[src/rtl/prd_pkg.sv]
package prd_pkg;

    typedef enum logic [2:0] {
        ST_FETCH     = 3'd0,
        ST_CHUNK     = 3'd1,
        ST_EMIT_ADDR = 3'd2,
        ST_EMIT_CTRL = 3'd3,
        ST_DRAIN     = 3'd4,
        ST_REPORT    = 3'd5
    } prd_state_e;

endpackage

[src/rtl/prd_chunk_calc.sv]
module prd_chunk_calc #(
    parameter int unsigned LEN_W    = 32,
    parameter int unsigned WIN_BITS = 16
) (
    input  logic [WIN_BITS-1:0] addr_lo,
    input  logic [LEN_W-1:0]    remain,
    input  logic                alt_fmt,
    output logic [WIN_BITS:0]   chunk
);
    localparam logic [WIN_BITS:0] WIN_SIZE  = {1'b1, {WIN_BITS{1'b0}}};
    localparam logic [WIN_BITS:0] HALF_SIZE = {2'b01, {(WIN_BITS-1){1'b0}}};

    logic [WIN_BITS:0] room;
    logic [WIN_BITS:0] full;

    always_comb begin
        room = WIN_SIZE - {1'b0, addr_lo};
        if (remain < LEN_W'(room)) begin
            full = remain[WIN_BITS:0];
        end else begin
            full = room;
        end
        if (!alt_fmt && (full == WIN_SIZE)) begin
            chunk = HALF_SIZE;
        end else begin
            chunk = full;
        end
    end

endmodule

[src/rtl/prd_ctrl_encode.sv]
module prd_ctrl_encode #(
    parameter int unsigned WORD_W    = 32,
    parameter int unsigned WIN_BITS  = 16,
    parameter int unsigned ALT_SHIFT = 2
) (
    input  logic [WIN_BITS:0]   bytes,
    input  logic                alt_fmt,
    input  logic                is_end,
    output logic [WORD_W-1:0]   ctrl
);
    localparam int unsigned END_BIT = WORD_W - 1;

    logic [WIN_BITS-1:0] quads_m1;

    always_comb begin
        quads_m1 = WIN_BITS'(bytes >> ALT_SHIFT) - WIN_BITS'(1);
        ctrl     = '0;
        if (alt_fmt) begin
            ctrl[WORD_W-1 -: WIN_BITS] = quads_m1;
        end else begin
            ctrl[WIN_BITS-1:0] = bytes[WIN_BITS-1:0];
            ctrl[END_BIT]      = is_end;
        end
    end

endmodule

[src/rtl/prd_align_check.sv]
module prd_align_check #(
    parameter int unsigned STD_LSBS = 1,
    parameter int unsigned ALT_LSBS = 2
) (
    input  logic [ALT_LSBS-1:0] addr_lsb,
    input  logic [ALT_LSBS-1:0] len_lsb,
    input  logic                alt_fmt,
    output logic                misaligned
);
    logic std_bad;
    logic alt_bad;

    always_comb begin
        std_bad    = (|addr_lsb[STD_LSBS-1:0]) | (|len_lsb[STD_LSBS-1:0]);
        alt_bad    = (|addr_lsb) | (|len_lsb);
        misaligned = alt_fmt ? alt_bad : std_bad;
    end

endmodule

[src/rtl/prd_table_gen.sv]
module prd_table_gen
    import prd_pkg::*;
#(
    parameter int unsigned ADDR_W      = 32,
    parameter int unsigned LEN_W       = 32,
    parameter int unsigned WIN_BITS    = 16,
    parameter int unsigned MAX_ENTRIES = 256,
    parameter int unsigned STD_LSBS    = 1,
    parameter int unsigned ALT_LSBS    = 2,
    localparam int unsigned CNT_W      = $clog2(MAX_ENTRIES + 1)
) (
    input  logic              clk,
    input  logic              rst_n,
    input  logic              cfg_alt_mode,
    input  logic              seg_valid,
    output logic              seg_ready,
    input  logic [ADDR_W-1:0] seg_addr,
    input  logic [LEN_W-1:0]  seg_len,
    input  logic              seg_last,
    output logic              word_valid,
    input  logic              word_ready,
    output logic [ADDR_W-1:0] word_data,
    output logic              word_last,
    output logic              tbl_done,
    output logic              tbl_fallback,
    output logic              tbl_overflow,
    output logic              tbl_misalign,
    output logic [CNT_W-1:0]  tbl_entries
);
    localparam logic [CNT_W-1:0] CNT_LIMIT = CNT_W'(MAX_ENTRIES);

    prd_state_e state_q, state_d;

    logic [ADDR_W-1:0]   cur_addr_q;
    logic [LEN_W-1:0]    cur_len_q;
    logic                cur_last_q;
    logic                alt_q;
    logic                started_q;
    logic                pend_valid_q;
    logic [ADDR_W-1:0]   pend_addr_q;
    logic [WIN_BITS:0]   pend_len_q;
    logic [ADDR_W-1:0]   out_addr_q;
    logic [ADDR_W-1:0]   out_ctrl_q;
    logic                out_final_q;
    logic [CNT_W-1:0]    ent_cnt_q;
    logic                err_ovf_q;
    logic                err_align_q;

    logic                seg_fire;
    logic                mode_now;
    logic                seg_bad;
    logic [WIN_BITS:0]   chunk;
    logic [ADDR_W-1:0]   enc_ctrl;
    logic                cur_empty;
    logic                at_limit;

    assign seg_fire  = seg_valid && seg_ready;
    assign mode_now  = started_q ? alt_q : cfg_alt_mode;
    assign cur_empty = (cur_len_q == '0);
    assign at_limit  = (ent_cnt_q == CNT_LIMIT);

    prd_align_check #(
        .STD_LSBS (STD_LSBS),
        .ALT_LSBS (ALT_LSBS)
    ) u_align (
        .addr_lsb   (seg_addr[ALT_LSBS-1:0]),
        .len_lsb    (seg_len[ALT_LSBS-1:0]),
        .alt_fmt    (mode_now),
        .misaligned (seg_bad)
    );

    prd_chunk_calc #(
        .LEN_W    (LEN_W),
        .WIN_BITS (WIN_BITS)
    ) u_chunk (
        .addr_lo (cur_addr_q[WIN_BITS-1:0]),
        .remain  (cur_len_q),
        .alt_fmt (alt_q),
        .chunk   (chunk)
    );

    prd_ctrl_encode #(
        .WORD_W   (ADDR_W),
        .WIN_BITS (WIN_BITS)
    ) u_enc (
        .bytes   (pend_len_q),
        .alt_fmt (alt_q),
        .is_end  (cur_empty),
        .ctrl    (enc_ctrl)
    );

    // State register
    always_ff @(posedge clk) begin
        if (!rst_n) begin
            state_q <= ST_FETCH;
        end else begin
            state_q <= state_d;
        end
    end

    // Next-state logic
    always_comb begin
        state_d = state_q;
        unique case (state_q)
            ST_FETCH: begin
                if (seg_fire) begin
                    if (seg_bad) begin
                        state_d = seg_last ? ST_REPORT : ST_DRAIN;
                    end else begin
                        state_d = ST_CHUNK;
                    end
                end
            end
            ST_CHUNK: begin
                if (cur_empty) begin
                    if (!cur_last_q) begin
                        state_d = ST_FETCH;
                    end else if (pend_valid_q) begin
                        state_d = ST_EMIT_ADDR;
                    end else begin
                        state_d = ST_REPORT;
                    end
                end else if (at_limit) begin
                    state_d = cur_last_q ? ST_REPORT : ST_DRAIN;
                end else if (pend_valid_q) begin
                    state_d = ST_EMIT_ADDR;
                end
            end
            ST_EMIT_ADDR: begin
                if (word_ready) begin
                    state_d = ST_EMIT_CTRL;
                end
            end
            ST_EMIT_CTRL: begin
                if (word_ready) begin
                    state_d = out_final_q ? ST_REPORT : ST_CHUNK;
                end
            end
            ST_DRAIN: begin
                if (seg_fire && seg_last) begin
                    state_d = ST_REPORT;
                end
            end
            ST_REPORT: begin
                state_d = ST_FETCH;
            end
            default: begin
                state_d = ST_FETCH;
            end
        endcase
    end

    // Outputs
    always_comb begin
        seg_ready    = (state_q == ST_FETCH) || (state_q == ST_DRAIN);
        word_valid   = (state_q == ST_EMIT_ADDR) || (state_q == ST_EMIT_CTRL);
        word_data    = (state_q == ST_EMIT_CTRL) ? out_ctrl_q : out_addr_q;
        word_last    = (state_q == ST_EMIT_CTRL) && out_final_q;
        tbl_done     = (state_q == ST_REPORT);
        tbl_overflow = tbl_done && err_ovf_q;
        tbl_misalign = tbl_done && err_align_q;
        tbl_fallback = tbl_done && (err_ovf_q || err_align_q || (ent_cnt_q == '0));
        tbl_entries  = tbl_done ? ent_cnt_q : '0;
    end

    // Segment walk, held-back entry and output word registers
    always_ff @(posedge clk) begin
        if (!rst_n) begin
            cur_addr_q   <= '0;
            cur_len_q    <= '0;
            cur_last_q   <= 1'b0;
            alt_q        <= 1'b0;
            started_q    <= 1'b0;
            pend_valid_q <= 1'b0;
            pend_addr_q  <= '0;
            pend_len_q   <= '0;
            out_addr_q   <= '0;
            out_ctrl_q   <= '0;
            out_final_q  <= 1'b0;
            ent_cnt_q    <= '0;
            err_ovf_q    <= 1'b0;
            err_align_q  <= 1'b0;
        end else begin
            unique case (state_q)
                ST_FETCH: begin
                    if (seg_fire) begin
                        cur_addr_q <= seg_addr;
                        cur_len_q  <= seg_len;
                        cur_last_q <= seg_last;
                        started_q  <= 1'b1;
                        if (!started_q) begin
                            alt_q <= cfg_alt_mode;
                        end
                        if (seg_bad) begin
                            err_align_q  <= 1'b1;
                            pend_valid_q <= 1'b0;
                        end
                    end
                end
                ST_CHUNK: begin
                    if (cur_empty) begin
                        if (cur_last_q && pend_valid_q) begin
                            out_addr_q   <= pend_addr_q;
                            out_ctrl_q   <= enc_ctrl;
                            out_final_q  <= 1'b1;
                            pend_valid_q <= 1'b0;
                        end
                    end else if (at_limit) begin
                        err_ovf_q    <= 1'b1;
                        pend_valid_q <= 1'b0;
                    end else begin
                        if (pend_valid_q) begin
                            out_addr_q  <= pend_addr_q;
                            out_ctrl_q  <= enc_ctrl;
                            out_final_q <= 1'b0;
                        end
                        pend_valid_q <= 1'b1;
                        pend_addr_q  <= cur_addr_q;
                        pend_len_q   <= chunk;
                        cur_addr_q   <= cur_addr_q + ADDR_W'(chunk);
                        cur_len_q    <= cur_len_q - LEN_W'(chunk);
                        ent_cnt_q    <= ent_cnt_q + CNT_W'(1);
                    end
                end
                ST_REPORT: begin
                    started_q    <= 1'b0;
                    pend_valid_q <= 1'b0;
                    out_final_q  <= 1'b0;
                    ent_cnt_q    <= '0;
                    err_ovf_q    <= 1'b0;
                    err_align_q  <= 1'b0;
                end
                default: begin
                end
            endcase
        end
    end

    // a formed entry is non-empty and stays inside its 64 KiB window
    a_r1_in_window: assert property (@(posedge clk) disable iff (!rst_n)
        pend_valid_q |-> ((pend_len_q != '0) &&
            (({2'b00, pend_addr_q[WIN_BITS-1:0]} + {1'b0, pend_len_q})
              <= {2'b01, {WIN_BITS{1'b0}}})));

    // in standard format no single entry carries a whole window
    a_r3_no_full_std: assert property (@(posedge clk) disable iff (!rst_n)
        (pend_valid_q && !alt_q) |-> (pend_len_q[WIN_BITS] == 1'b0));

    // the entry counter never runs past the table limit
    a_r4_no_overflow: assert property (@(posedge clk) disable iff (!rst_n)
        ent_cnt_q <= CNT_LIMIT);

    // the final control word is followed directly by the done pulse
    a_r5_done_follows: assert property (@(posedge clk) disable iff (!rst_n)
        (word_valid && word_ready && word_last) |=> tbl_done);

    // alternate format keeps the low half of the control word clear
    a_r6_alt_low_clear: assert property (@(posedge clk) disable iff (!rst_n)
        (word_valid && word_last && alt_q) |-> (word_data[WIN_BITS-1:0] == '0));

    // done is a single-cycle pulse
    a_r10_done_pulse: assert property (@(posedge clk) disable iff (!rst_n)
        tbl_done |=> !tbl_done);

    // a stalled word is held unchanged
    a_r11_hold: assert property (@(posedge clk) disable iff (!rst_n)
        (word_valid && !word_ready) |=>
            (word_valid && $stable(word_data) && $stable(word_last)));

endmodule

[config.mk]
export PLATFORM = sky130hd
export DESIGN_NAME = prd_table_gen
export DESIGN_NICKNAME = d
export VERILOG_FILES = /design/src/rtl/prd_pkg.sv /design/src/rtl/prd_chunk_calc.sv /design/src/rtl/prd_ctrl_encode.sv /design/src/rtl/prd_align_check.sv /design/src/rtl/prd_table_gen.sv
export SDC_FILE = /design/constraint.sdc
export NUM_CORES = 1
export LEC_CHECK = 0
export BUFFER_PORTS_ARGS = -buffer_cell sky130_fd_sc_hd__clkbuf_2
export CAP_MARGIN = 20
export CORE_ASPECT_RATIO = 0.6
export CORE_MARGIN = 8
export CORE_UTILIZATION = 50
export CTS_CLUSTER_SIZE = 28
export DETAILED_ROUTE_END_ITERATION = 10
export PLACE_DENSITY = 0.69
export RECOVER_POWER = 25
export SLEW_MARGIN = 0
export SYNTH_ARGS = -nofsm -noshare
export SYNTH_HDL_FRONTEND = slang
export SYNTH_HIERARCHICAL = 1
export SYNTH_SLANG_ARGS = --single-unit
[constraint.sdc]
create_clock -name clk -period 6.7 [get_ports clk]
set_input_delay 1.34 -clock clk [delete_from_list [all_inputs] [get_ports clk]]
set_output_delay 1.34 -clock clk [all_outputs]
set_load 0.01 [all_outputs]
==> summary.txt <==
Global routing
  • Largest net degree at the start of global routing: 74
  • Vias in the first global route: 10739
  • Gr ovfl total: 0
  • Total GRT Usage: 24.22%
  • First-pass GRT wire length: 58.28 mm
  • Antenna violations before repair: 0

Critical path
  • Worst path buffer plus inverter count: 2
  • Reg2reg path depth: 21
  • CP Capture Point: cur_len_q[26]
  • CP peak stage delay: 0.52 ns
  • Critical path depth in cells: 21
  • Crit Path Max Fanout: 10
  • Critical R2R Launch: cur_addr_q[5]
  • Worst Setup Start Kind: flip-flop
  • Critical path launch point: cur_addr_q[5]
  • Critical Path RT: 7.05 ns
  • Critical Path End Type: flip-flop
  • CP max-delay cell: or3_1
  • R2R Path End: cur_len_q[26]
  • Crit path DAT: 6.63 ns
  • Crit path cell chain: nor4_4, nand4b_1, or3_1, xnor2_2, ha_1, nand4_1, nor2_1, nand3b_1, a31oi_4, buf_4, mux2i_1, inv_1, ha_1, and2_1, a21o_1, a31o_2, a22o_1, or3_1, o311ai_0, o21ai_0, o21a_1
  • WS Path Type: reg2reg
  • R2r setup slk: 0.42 ns
  • Crit-path leading delay family: simple AND/OR/NAND/NOR gates

Floorplanning
  • Core ar.: 0.02330 mm²
  • I/O pins: 118
  • Starting Density: 51.24%
  • FP Rows: 43
  • Die Y: 135.7 µm
  • Chip width: 215.5 µm
  • Die ar.: 0.02924 mm²

Timing
  • Worst Tran Pin Value: 2.704 ns
  • RSZ-0062 raised after global routing: no
  • Maximum clock rate: 159.1 MHz
  • Finish-stage setup viols: 0
  • Final worst slack: 0.4159 ns
  • Final Hold Vio Count: 0
  • Tmin final: 6.284 ns
  • Final Max Tran Viols: 181
  • Fin crit share: 93.79%
  • Setup Skew: 0.01118 ns
  • Relative slew slack: -80.26%
  • Final setup TNS: 0 ns

Cells and area
  • Register area: 0.003924 mm²
  • Most common cell after layout, fill and taps aside: nand2_1
  • Most frequent cells in the layout: 347 x nand2_1, 196 x dfxtp_1, 192 x a21oi_1
  • Share of layout cells above drive strength 1: 13.51%
  • Area delta synth->final: 10.65%
  • Antenna cell count: 0
  • Nets: 1749
  • Layout filler cell count: 2219
  • Finished Cell Area: 0.01321 mm²
  • Area of the multi-input gates: 0.007408 mm²

Min path
  • Worst min-delay path class: reg2reg

Synth
  • Syn nets: 1688
  • Ys flop type: dfxtp_1
  • Yosys warns: 6
  • Post-synth ARST share: 0%
  • Synth Cell Area: 0.01194 mm²
  • Cells after synthesis: 1562
  • #FFs+latches synth: 196
  • Seq/Total Area, Yosys: 32.87%
  • Synth unique cells: 81
  • EDFF count, synth: 0
  • Syn_area_per_cell: 7.643 µm²

Placed design
  • Final Wtd Congestion: 0.9079
  • DP Wirelength: 25.83 mm
  • Area of placed instances: 0.01263 mm²
  • Pre-CTS setup slack: 0.5364 ns
  • PortBufs: 117

Outcome
  • Failing checks: capacitance limit, slew limit
  • Status: finished, violations left

Drt
  • Post-Route WL: 36.09 mm
  • First-pass DRT Iterations: 8
  • Wire length per cell: 18.50 µm
  • Initial DRC count: 1098
  • Post-route DRC: 0
  • Total number of vias: 11553
  • Via/cell ratio: 5.922
  • Antenna Nets Post-Route: 0

Clock network
  • CTS sink count: 196
  • Postcts setup bufs: 0
  • Clk root buf: clkbuf_16
  • Num CTS Buffers: 17
  • Max Root-Sink Buffers: 2
  • CTS tree: built
  • CTS resizes: 0
  • Hold buffers post-CTS: 0
  • Latest clock arrival within the worst-skew pair: 0.45 ns
  • CTS HTree Levels: 4
  • Clock-pin slew on the worst setup and hold paths: 0.08 ns

Power
  • P_leak: 5.384 nW
  • Peak VDD IR: 279.2 µV
  • Power density over the cells: 564.2 mW/mm²

Flow run
  • Number of max-cap violations: 3
==> how the worst min path moves through the flow <==
stage,slack (ns),from,depth (start not counted),to
after floorplan,0.43,pend_len_q[0],2,pend_len_q[0]
after global placement,0.44,out_ctrl_q[8],2,out_ctrl_q[8]
after detailed placement,0.45,out_addr_q[25],2,out_addr_q[25]
after CTS,0.45,pend_addr_q[1],2,out_addr_q[1]
after global routing,0.46,pend_addr_q[1],2,out_addr_q[1]
final,0.45,pend_addr_q[1],2,out_addr_q[1]
==> metal layers <==
metal | part of all wire (%) | GRT usage (%) | routed length, µm | up-vias
li1 | - | - | - | 5649
met1 | 49 | 34.82 | 17600 | 5439
met2 | 42 | 36.55 | 15080 | 425
met3 | 8.0 | 5.152 | 2902 | 40
met4 | 1.4 | 5.614 | 496 | 0
met5 | 0 | 0 | 0 | -
==> kinds of logic (layout without fill, tap and decap cells) <==
logic type / after synthesis / count (layout) / share of synthesized area (%)
multiplexers: 54 / 54 / 4.926
XOR/XNOR: 55 / 55 / 4.098
flip-flops: 196 / 196 / 32.87
adder cells (fa/ha/maj): 56 / 56 / 5.995
buffers and inverters: 140 / 214 / 5.261
AO/OA/AOI/OAI: 405 / 405 / 20.94
AND/OR/NAND/NOR: 656 / 656 / 25.91
==> tightest hold or removal path: cells and delay by family (launching register included) <==
family | cells | cell delay [ns]
AND/OR/NAND/NOR | 1 | 0.05
flip-flops | 1 | 0.31
AO/OA/AOI/OAI | 1 | 0.05
==> report_power, final <==
part           total, mW  switching [mW]  internal [mW]  leakage [nW]
combinational       4.59            2.79           1.80          3.49
clock               1.09           0.512          0.583         0.302
sequential          1.77           0.378           1.39          1.59
total               7.45            3.68           3.77          5.38
==> synthesized netlist by cell type (all sizes together), types with 17 or more instances <==
| library cell | instances | share of area, % |
|---|---|---|
| nand3 | 34 | 1.4 |
| clkbuf | 51 | 1.6 |
| a21o | 17 | 1.1 |
| xor2 | 22 | 1.6 |
| inv | 48 | 1.5 |
| and2 | 17 | 0.91 |
| nor2b | 23 | 1.2 |
| nand2 | 349 | 11 |
| nor3 | 33 | 1.4 |
| a31oi | 21 | 1.2 |
| xnor2 | 33 | 2.5 |
| buf | 40 | 2.1 |
| and3 | 21 | 1.1 |
| o21ai | 66 | 2.8 |
| mux2 | 38 | 3.6 |
| ha | 54 | 5.7 |
| nor4 | 25 | 1.7 |
| nor2 | 78 | 2.5 |
| a21oi | 192 | 8.0 |
| nand4 | 17 | 0.89 |
| dfxtp | 196 | 33 |
==> per-stage QoR <==
stage / total power, mW / cells / hold WS (ns) / util, %
global placement: 6.198 / 1918 / 0.4393 / 54.22
finish: 7.453 / 1951 / 0.4471 / 56.70
global route: 8.069 / 1951 / 0.4603 / 56.70
floorplan: 5.202 / 1562 / 0.4318 / -
detailed placement: 6.243 / 1918 / 0.4455 / 54.22
CTS: 7.362 / 1950 / 0.4511 / 56.83
==> sequential cells by signal (all words and copies together) (netlist names) <==
signal        cells
err_align_q       1
cur_len_q        32
started_q         1
out_final_q       1
out_ctrl_q       32
pend_valid_q      1
alt_q             1
pend_len_q       17
err_ovf_q         1
out_addr_q       32
pend_addr_q      32
state_q           3
cur_addr_q       32
cur_last_q        1
ent_cnt_q         9
==> cell type report <==
class                           count  share of cell area (%)
Timing Repair Buffer              133                   5.210
Sequential cell                   196                   29.71
Multi-Input combinational cell   1226                   56.09
Clock buffer                       19                   3.429
Clock inverter                     13                   1.175
Tap cell                          315                   2.984
Inverter                           49                   1.411
Power figures use the tool's default switching activity.
